`config.mk`:
```
export PLATFORM = sky130hd
export DESIGN_NAME = afo_offset_ctrl
export DESIGN_NICKNAME = d
export VERILOG_FILES = /design/src/rtl/afo_pkg.sv /design/src/rtl/afo_prog.sv /design/src/rtl/afo_readback.sv /design/src/rtl/afo_flags.sv /design/src/rtl/afo_offset_ctrl.sv
export SDC_FILE = /design/constraint.sdc
export NUM_CORES = 1
export LEC_CHECK = 0
export BUFFER_PORTS_ARGS = -buffer_cell sky130_fd_sc_hd__buf_2
export CORE_UTILIZATION = 24
export DETAILED_ROUTE_END_ITERATION = 16
export PLACE_DENSITY = 0.48
export SLEW_MARGIN = 20
export SYNTH_ARGS = -nofsm -noshare
export SYNTH_HDL_FRONTEND = slang
export SYNTH_SLANG_ARGS = --single-unit
export TNS_END_PERCENT = 100
```
`constraint.sdc`:
```
create_clock -name clk -period 4.29 [get_ports clk]
set_clock_uncertainty 0.15 [all_clocks]
set_input_delay 0.858 -clock clk [delete_from_list [all_inputs] [get_ports clk]]
set_output_delay 0.858 -clock clk [all_outputs]
set_load 0.1 [all_outputs]
```
`src/rtl/afo_pkg.sv`:
```
package afo_pkg;

    // write method latched from the load strap at master reset
    typedef enum logic {
        PROG_PAR = 1'b0,
        PROG_SER = 1'b1
    } prog_mode_e;

endpackage

```
`src/rtl/afo_prog.sv`:
```
module afo_prog
    import afo_pkg::*;
#(
    parameter int OFS_W  = 14,
    parameter int DEF_LO = 127,
    parameter int DEF_HI = 1023
) (
    input  logic             clk,
    input  logic             mrst_n,
    input  logic             ld_n,
    input  logic             sen_n,
    input  logic             si,
    input  logic             wr_n,
    input  logic [OFS_W-1:0] wr_data,
    output logic [OFS_W-1:0] ae_ofs,
    output logic [OFS_W-1:0] af_ofs
);

    localparam int SBITS  = 2 * OFS_W;
    localparam int SIDX_W = $clog2(SBITS);

    typedef struct packed {
        prog_mode_e        mode;
        logic [OFS_W-1:0]  ae;
        logic [OFS_W-1:0]  af;
        logic              wsel;
        logic [SIDX_W-1:0] sidx;
    } prog_st_t;

    prog_st_t st_d, st_q;

    always_comb begin
        st_d = st_q;
        if (ld_n) begin
            st_d.wsel = 1'b0;
            st_d.sidx = '0;
        end else if (st_q.mode == PROG_SER) begin
            if (!sen_n) begin
                for (int b = 0; b < OFS_W; b++) begin
                    if (int'(st_q.sidx) == b)         st_d.ae[b] = si;
                    if (int'(st_q.sidx) == b + OFS_W) st_d.af[b] = si;
                end
                st_d.sidx = (st_q.sidx == SIDX_W'(SBITS - 1)) ? '0 : st_q.sidx + 1'b1;
            end
        end else if (!wr_n) begin
            if (st_q.wsel) st_d.af = wr_data;
            else           st_d.ae = wr_data;
            st_d.wsel = ~st_q.wsel;
        end
        if (!mrst_n) begin
            st_d.mode = ld_n ? PROG_SER : PROG_PAR;
            st_d.ae   = ld_n ? OFS_W'(DEF_HI) : OFS_W'(DEF_LO);
            st_d.af   = ld_n ? OFS_W'(DEF_HI) : OFS_W'(DEF_LO);
            st_d.wsel = 1'b0;
            st_d.sidx = '0;
        end
    end

    always_ff @(posedge clk) begin
        st_q <= st_d;
    end

    assign ae_ofs = st_q.ae;
    assign af_ofs = st_q.af;

    a_r1_par_defaults: assert property (@(posedge clk) disable iff (!mrst_n)
        ($past(!mrst_n) && !$past(ld_n)) |->
            (st_q.mode == PROG_PAR && st_q.ae == OFS_W'(DEF_LO) && st_q.af == OFS_W'(DEF_LO)));

    a_r2_ser_defaults: assert property (@(posedge clk) disable iff (!mrst_n)
        ($past(!mrst_n) && $past(ld_n)) |->
            (st_q.mode == PROG_SER && st_q.ae == OFS_W'(DEF_HI) && st_q.af == OFS_W'(DEF_HI)));

    a_r2_mode_locked: assert property (@(posedge clk) disable iff (!mrst_n)
        $past(mrst_n) |-> $stable(st_q.mode));

    a_r4_ser_hold: assert property (@(posedge clk) disable iff (!mrst_n)
        (st_q.mode == PROG_SER && (sen_n || ld_n)) |=> ($stable(st_q.ae) && $stable(st_q.af)));

    a_r5_par_hold: assert property (@(posedge clk) disable iff (!mrst_n)
        (st_q.mode == PROG_PAR && (wr_n || ld_n)) |=> ($stable(st_q.ae) && $stable(st_q.af)));

endmodule

```
`src/rtl/afo_readback.sv`:
```
module afo_readback #(
    parameter int OFS_W = 14
) (
    input  logic             clk,
    input  logic             mrst_n,
    input  logic             ld_n,
    input  logic             rd_n,
    input  logic [OFS_W-1:0] ae_ofs,
    input  logic [OFS_W-1:0] af_ofs,
    output logic [OFS_W-1:0] rd_data
);

    typedef struct packed {
        logic             rsel;
        logic [OFS_W-1:0] dout;
    } rb_st_t;

    rb_st_t st_d, st_q;

    always_comb begin
        st_d = st_q;
        if (ld_n) begin
            st_d.rsel = 1'b0;
        end else if (!rd_n) begin
            st_d.dout = st_q.rsel ? af_ofs : ae_ofs;
            st_d.rsel = ~st_q.rsel;
        end
        if (!mrst_n) begin
            st_d.rsel = 1'b0;
            st_d.dout = '0;
        end
    end

    always_ff @(posedge clk) begin
        st_q <= st_d;
    end

    assign rd_data = st_q.dout;

    a_r6_hold_idle: assert property (@(posedge clk) disable iff (!mrst_n)
        (ld_n || rd_n) |=> $stable(st_q.dout));

endmodule

```
`src/rtl/afo_flags.sv`:
```
module afo_flags #(
    parameter int DEPTH = 16384,
    parameter int CNT_W = 15,
    parameter int OFS_W = 14
) (
    input  logic             clk,
    input  logic             mrst_n,
    input  logic [CNT_W-1:0] occ,
    input  logic [OFS_W-1:0] ae_ofs,
    input  logic [OFS_W-1:0] af_ofs,
    output logic             ae_n,
    output logic             af_n
);

    localparam int CMP_W = CNT_W + 1;

    typedef struct packed {
        logic ae_n;
        logic af_n;
    } flg_st_t;

    flg_st_t          st_d, st_q;
    logic [CMP_W-1:0] used_w, free_w;

    always_comb begin
        used_w    = CMP_W'(occ);
        free_w    = CMP_W'(DEPTH) - used_w;
        st_d.ae_n = !(used_w <= CMP_W'(ae_ofs));
        st_d.af_n = !(free_w <= CMP_W'(af_ofs));
        if (!mrst_n) begin
            st_d.ae_n = 1'b0;
            st_d.af_n = 1'b1;
        end
    end

    always_ff @(posedge clk) begin
        st_q <= st_d;
    end

    assign ae_n = st_q.ae_n;
    assign af_n = st_q.af_n;

    a_r7_empty_low: assert property (@(posedge clk) disable iff (!mrst_n)
        (occ == '0) |=> !ae_n);

    a_r8_full_low: assert property (@(posedge clk) disable iff (!mrst_n)
        (occ == CNT_W'(DEPTH)) |=> !af_n);

endmodule

```
`src/rtl/afo_offset_ctrl.sv`:
```
module afo_offset_ctrl #(
    parameter int DEPTH  = 16384,
    parameter int DEF_LO = 127,
    parameter int DEF_HI = 1023,
    parameter int OFS_W  = $clog2(DEPTH),
    parameter int CNT_W  = $clog2(DEPTH + 1)
) (
    input  logic             clk,
    input  logic             mrst_n,
    input  logic             ld_n,
    input  logic             sen_n,
    input  logic             si,
    input  logic             wr_n,
    input  logic             rd_n,
    input  logic [OFS_W-1:0] wr_data,
    input  logic [CNT_W-1:0] occ,
    output logic [OFS_W-1:0] rd_data,
    output logic             ae_n,
    output logic             af_n
);

    logic [OFS_W-1:0] ae_ofs, af_ofs;

    afo_prog #(
        .OFS_W (OFS_W),
        .DEF_LO(DEF_LO),
        .DEF_HI(DEF_HI)
    ) i_prog (
        .clk    (clk),
        .mrst_n (mrst_n),
        .ld_n   (ld_n),
        .sen_n  (sen_n),
        .si     (si),
        .wr_n   (wr_n),
        .wr_data(wr_data),
        .ae_ofs (ae_ofs),
        .af_ofs (af_ofs)
    );

    afo_readback #(
        .OFS_W(OFS_W)
    ) i_readback (
        .clk    (clk),
        .mrst_n (mrst_n),
        .ld_n   (ld_n),
        .rd_n   (rd_n),
        .ae_ofs (ae_ofs),
        .af_ofs (af_ofs),
        .rd_data(rd_data)
    );

    afo_flags #(
        .DEPTH(DEPTH),
        .CNT_W(CNT_W),
        .OFS_W(OFS_W)
    ) i_flags (
        .clk   (clk),
        .mrst_n(mrst_n),
        .occ   (occ),
        .ae_ofs(ae_ofs),
        .af_ofs(af_ofs),
        .ae_n  (ae_n),
        .af_n  (af_n)
    );

endmodule

```
==> flow_results.org <==
** Outcome
- The run finished with clean final reports.

** Logic synthesis
- The number of nets handed over by synthesis was 469.
- Synthesis inferred 52 register bits.
- During synthesis, Yosys emitted a total of 0 warnings.
- Synthesis produced a netlist whose cell count is 399.
- Top_reg_cell synth :: edfxtp_1
- After synthesis, the share of flip-flops with an asynchronous set or reset is 0%.
- Average footprint of a synthesized cell :: 8.542 um^2
- Number of unique standard cell types used by synthesis :: 38
- Counting flops with a built-in enable in the synthesized netlist gives 29.
- In this run the cell area of the synthesized design comes to 3408 um^2.
- The share of the Yosys chip area taken by registers is 39.06%.

** GRT
- The total overflow left after global routing is 0.
- The initial antenna violation count is 0.
- Overall global routing resource usage :: 12.67%
- Global-route wire length before repair :: 14,180 um
- Via count of the first global-routing pass :: 2,787
- Maximum number of pins on one net before global-route repair :: 29

** CTS
- Hold-fix buffer count after cts :: 0
- Buffers inserted during clock tree synthesis total 5.
- Buffer cell driving the clock tree root :: clkbuf_16
- Counting along the longest clock path gives a buffer depth of 2.
- Gates resized during post-CTS repair numbered 0.
- Number of setup buffers added after CTS :: 0
- Clock tree synthesis found a total of 52 sinks.
- Insertion delay of the later-clocked pin in the worst-skew pair :: 0.29 ns
- Total number of H-tree levels :: 2
- Clock tree from TritonCTS :: built
- After clock tree synthesis, the clock-pin slew on the worst setup and hold paths is 0.07 ns.

** STA
- Number of failing hold endpoints at the final stage :: 0
- Count of final setup violators :: 0
- Derived from the worst setup path, the maximum achievable clock frequency is 263.5 MHz.
- Counting I/O delays and the setup requirement, the final critical path takes 3.795 ns.
- Unrepaired setup endpoints after global routing :: false
- After layout, the worst path uses 88.46% of the clock period.
- Aggregate negative setup slack :: 0 ns
- Slew at the pin with the worst max-slew slack :: 0.9603 ns
- Slew margin rel. :: 35.74%
- Max-slew violation count :: 0

** Critical path
- Source of the worst register-to-register timing path :: i_prog.st_q[34]
- Maximum fanout along the worst path :: 4
- The worst setup path is captured at a register.
- The number of cells on the worst reg-to-reg path is 5.
- Critical path arrival :: 3.80 ns
- Worst R2R Setup Slack :: 2.09 ns
- In this run the critical register-to-register path is captured at i_prog.ae_ofs[2].
- Worst EP required :: 4.30 ns
- Startpoint types :: input pin
- The worst setup path is of the input pin to register kind.

** Layout
- Proportion of layout cells with a drive suffix above 1 :: 15.15%
- The final layout contains 498 nets.
- Summing all non-filler instances in the final layout gives an area of 3872 um^2.
- Count of filler cells inserted in the layout :: 1,510
- Synthesis-to-finish area growth :: 13.62%
- 0 antenna diodes ended up in the layout.

** Power
- Static Leakage :: 0.001597 uW
- Total power divided by cell area :: 331.0 nW/um^2
- Total chip power :: 1282 uW
- IR analysis of the VDD net gives a maximum drop of 0.1385 mV.

** Placement
- The placed instances occupy a cell area of 3734 um^2.
- Estimated wirelength of the detail-placed design :: 6873 um
- Port Buffers :: 51
- At the end of routability-driven placement, the weighted congestion stood at 0.8463.

** Routing
- Wires add up to 8643 um.
- Vias :: 2,773
- For this run, design rule violations remaining after detail routing come to 0.
- Vias per inst :: 4.553
- For this block, the initial DRC count from the detailed router was 172.
- Iteration count of the initial detailed-routing pass :: 4
- After detailed routing, the average wire length per cell comes to 14.19 um.
- Remaining antenna violation count after routing :: 0

** Worst hold path
- The worst hold path begins at i_readback.rd_data[0].
- The tightest min-delay check is of the register to register type.
- Hold-critical path endpoint :: i_readback.rd_data[0]
- Depth of the worst hold-timing path :: 2

** Floorplan
- Core ar. :: 13,880 um^2
- Boundary Pins :: 52
- # rows :: 43
- Vertical extent of the die :: 121.2 um
- Die footprint :: 14,680 um^2
- The die is 121.2 um wide.
- Initial cell density of the core :: 24.55%

** Job
- Max Cap Viol :: 0
-- cell usage after synthesis, types with 2 or more instances --
master | n | area share (%)
xor2_1 | 7 | 1.8
nand4_1 | 5 | 0.92
ha_1 | 34 | 12
nor2_1 | 40 | 4.4
xnor2_1 | 10 | 2.6
dfxtp_1 | 23 | 14
buf_4 | 14 | 3.1
a211oi_1 | 3 | 0.66
or4_1 | 2 | 0.44
o211ai_1 | 15 | 3.3
nand2b_1 | 3 | 0.55
nand2_1 | 51 | 5.6
a21o_1 | 11 | 2.4
and3_1 | 3 | 0.55
clkbuf_1 | 15 | 1.7
nor3b_1 | 5 | 1.1
nor3_1 | 6 | 0.88
nand3_1 | 6 | 0.88
a21oi_1 | 46 | 6.8
inv_1 | 36 | 4.0
nor2b_1 | 4 | 0.73
edfxtp_1 | 29 | 26
nor4_1 | 3 | 0.55
o21ai_0 | 14 | 2.1
-- layout by cell type (no fill, tap or decap), types with 5 or more instances in the layout --
master,synthesis,routed
edfxtp_1,29,29
buf_2,1,51
nor3b_1,5,5
xor2_1,7,7
xnor2_1,10,10
a21oi_1,46,46
a21o_1,11,11
nand2_1,51,51
ha_1,34,34
inv_1,36,36
nand3_1,6,6
nor3_1,6,6
clkbuf_16,0,5
o21ai_0,14,14
dfxtp_1,23,23
o211ai_1,15,15
nand4_1,5,5
nor2_1,40,40
-- cell families after synthesis --
family | share of synthesized area (%)
AO/OA/AOI/OAI | 16.37
XOR/XNOR | 4.368
adder cells (fa/ha/maj) | 12.48
buffers and inverters | 8.957
flip-flops | 39.06
multiplexers | 0.2937
AND/OR/NAND/NOR | 18.47
-- critical path, stage by stage --
cell and delay (ns):
buf_2 0.11, inv_1 0.11, ha_1 0.21, nor3b_1 0.48, nand3b_1 0.22, or4_1 0.45, xor2_1 0.17, ha_1 0.29
nand4_1 0.12, or4_1 0.53, o311ai_0 0.11, o211ai_1 0.14
-- sequential cells by signal (all words and copies together) (netlist names) --
| register | count |
|---|---|
| i_readback.rd_data | 14 |
| i_flags.af_n | 1 |
| i_readback.st_q | 1 |
| i_prog.af_ofs | 14 |
| i_flags.ae_n | 1 |
| i_prog.ae_ofs | 14 |
| i_prog.st_q | 7 |
-- layout make-up --
class	count	area [um^2]	area share [%]
Inverter	36	135.1	3.490
Multi-Input combinational cell	280	1772	45.75
Sequential cell	52	1331	34.38
Clock buffer	5	125.1	3.231
Tap cell	180	225.2	5.816
Timing Repair Buffer	53	270.3	6.979
Clock inverter	3	13.76	0.3554
-- per-stage QoR --
stage	utilization (%)	worst slack, ns	cells	hold slack, ns
2_1_floorplan	-	0.7295	399	0.3285
3_5_place_dp	26.90	0.1852	601	0.3443
5_1_grt	27.90	0.2621	609	0.3965
4_1_cts	27.90	0.4987	609	0.3652
3_3_place_gp	26.90	0.3513	601	0.3443
6_report	27.90	0.4951	609	0.3558
-- metal layers --
metal	wire length [um]	GRT usage [%]
met1	4197	16.74
met2	4028	21.00
met3	326	2.397
met4	91	3.472
met5	0	0
-- worst max path at each step --
stage | cells past startpoint | endpoint | slack, ns | from
2_1_floorplan | 11 | i_flags.af_n | 0.73 | occ[0]
3_5_place_dp | 12 | i_flags.af_n | 0.19 | occ[0]
3_3_place_gp | 12 | i_flags.af_n | 0.35 | occ[0]
5_1_grt | 12 | i_flags.af_n | 0.26 | occ[0]
6_report | 12 | i_flags.af_n | 0.50 | occ[0]
4_1_cts | 12 | i_flags.af_n | 0.50 | occ[0]
-- report_power, final --
| group | leakage [uW] | internal (uW) | switching [uW] | total [uW] |
|---|---|---|---|---|
| clock | 0.0000710 | 213 | 178 | 391 |
| combinational | 0.00106 | 89.2 | 212 | 301 |
| sequential | 0.000469 | 569 | 20.4 | 589 |
Power figures use the tool's default switching activity.
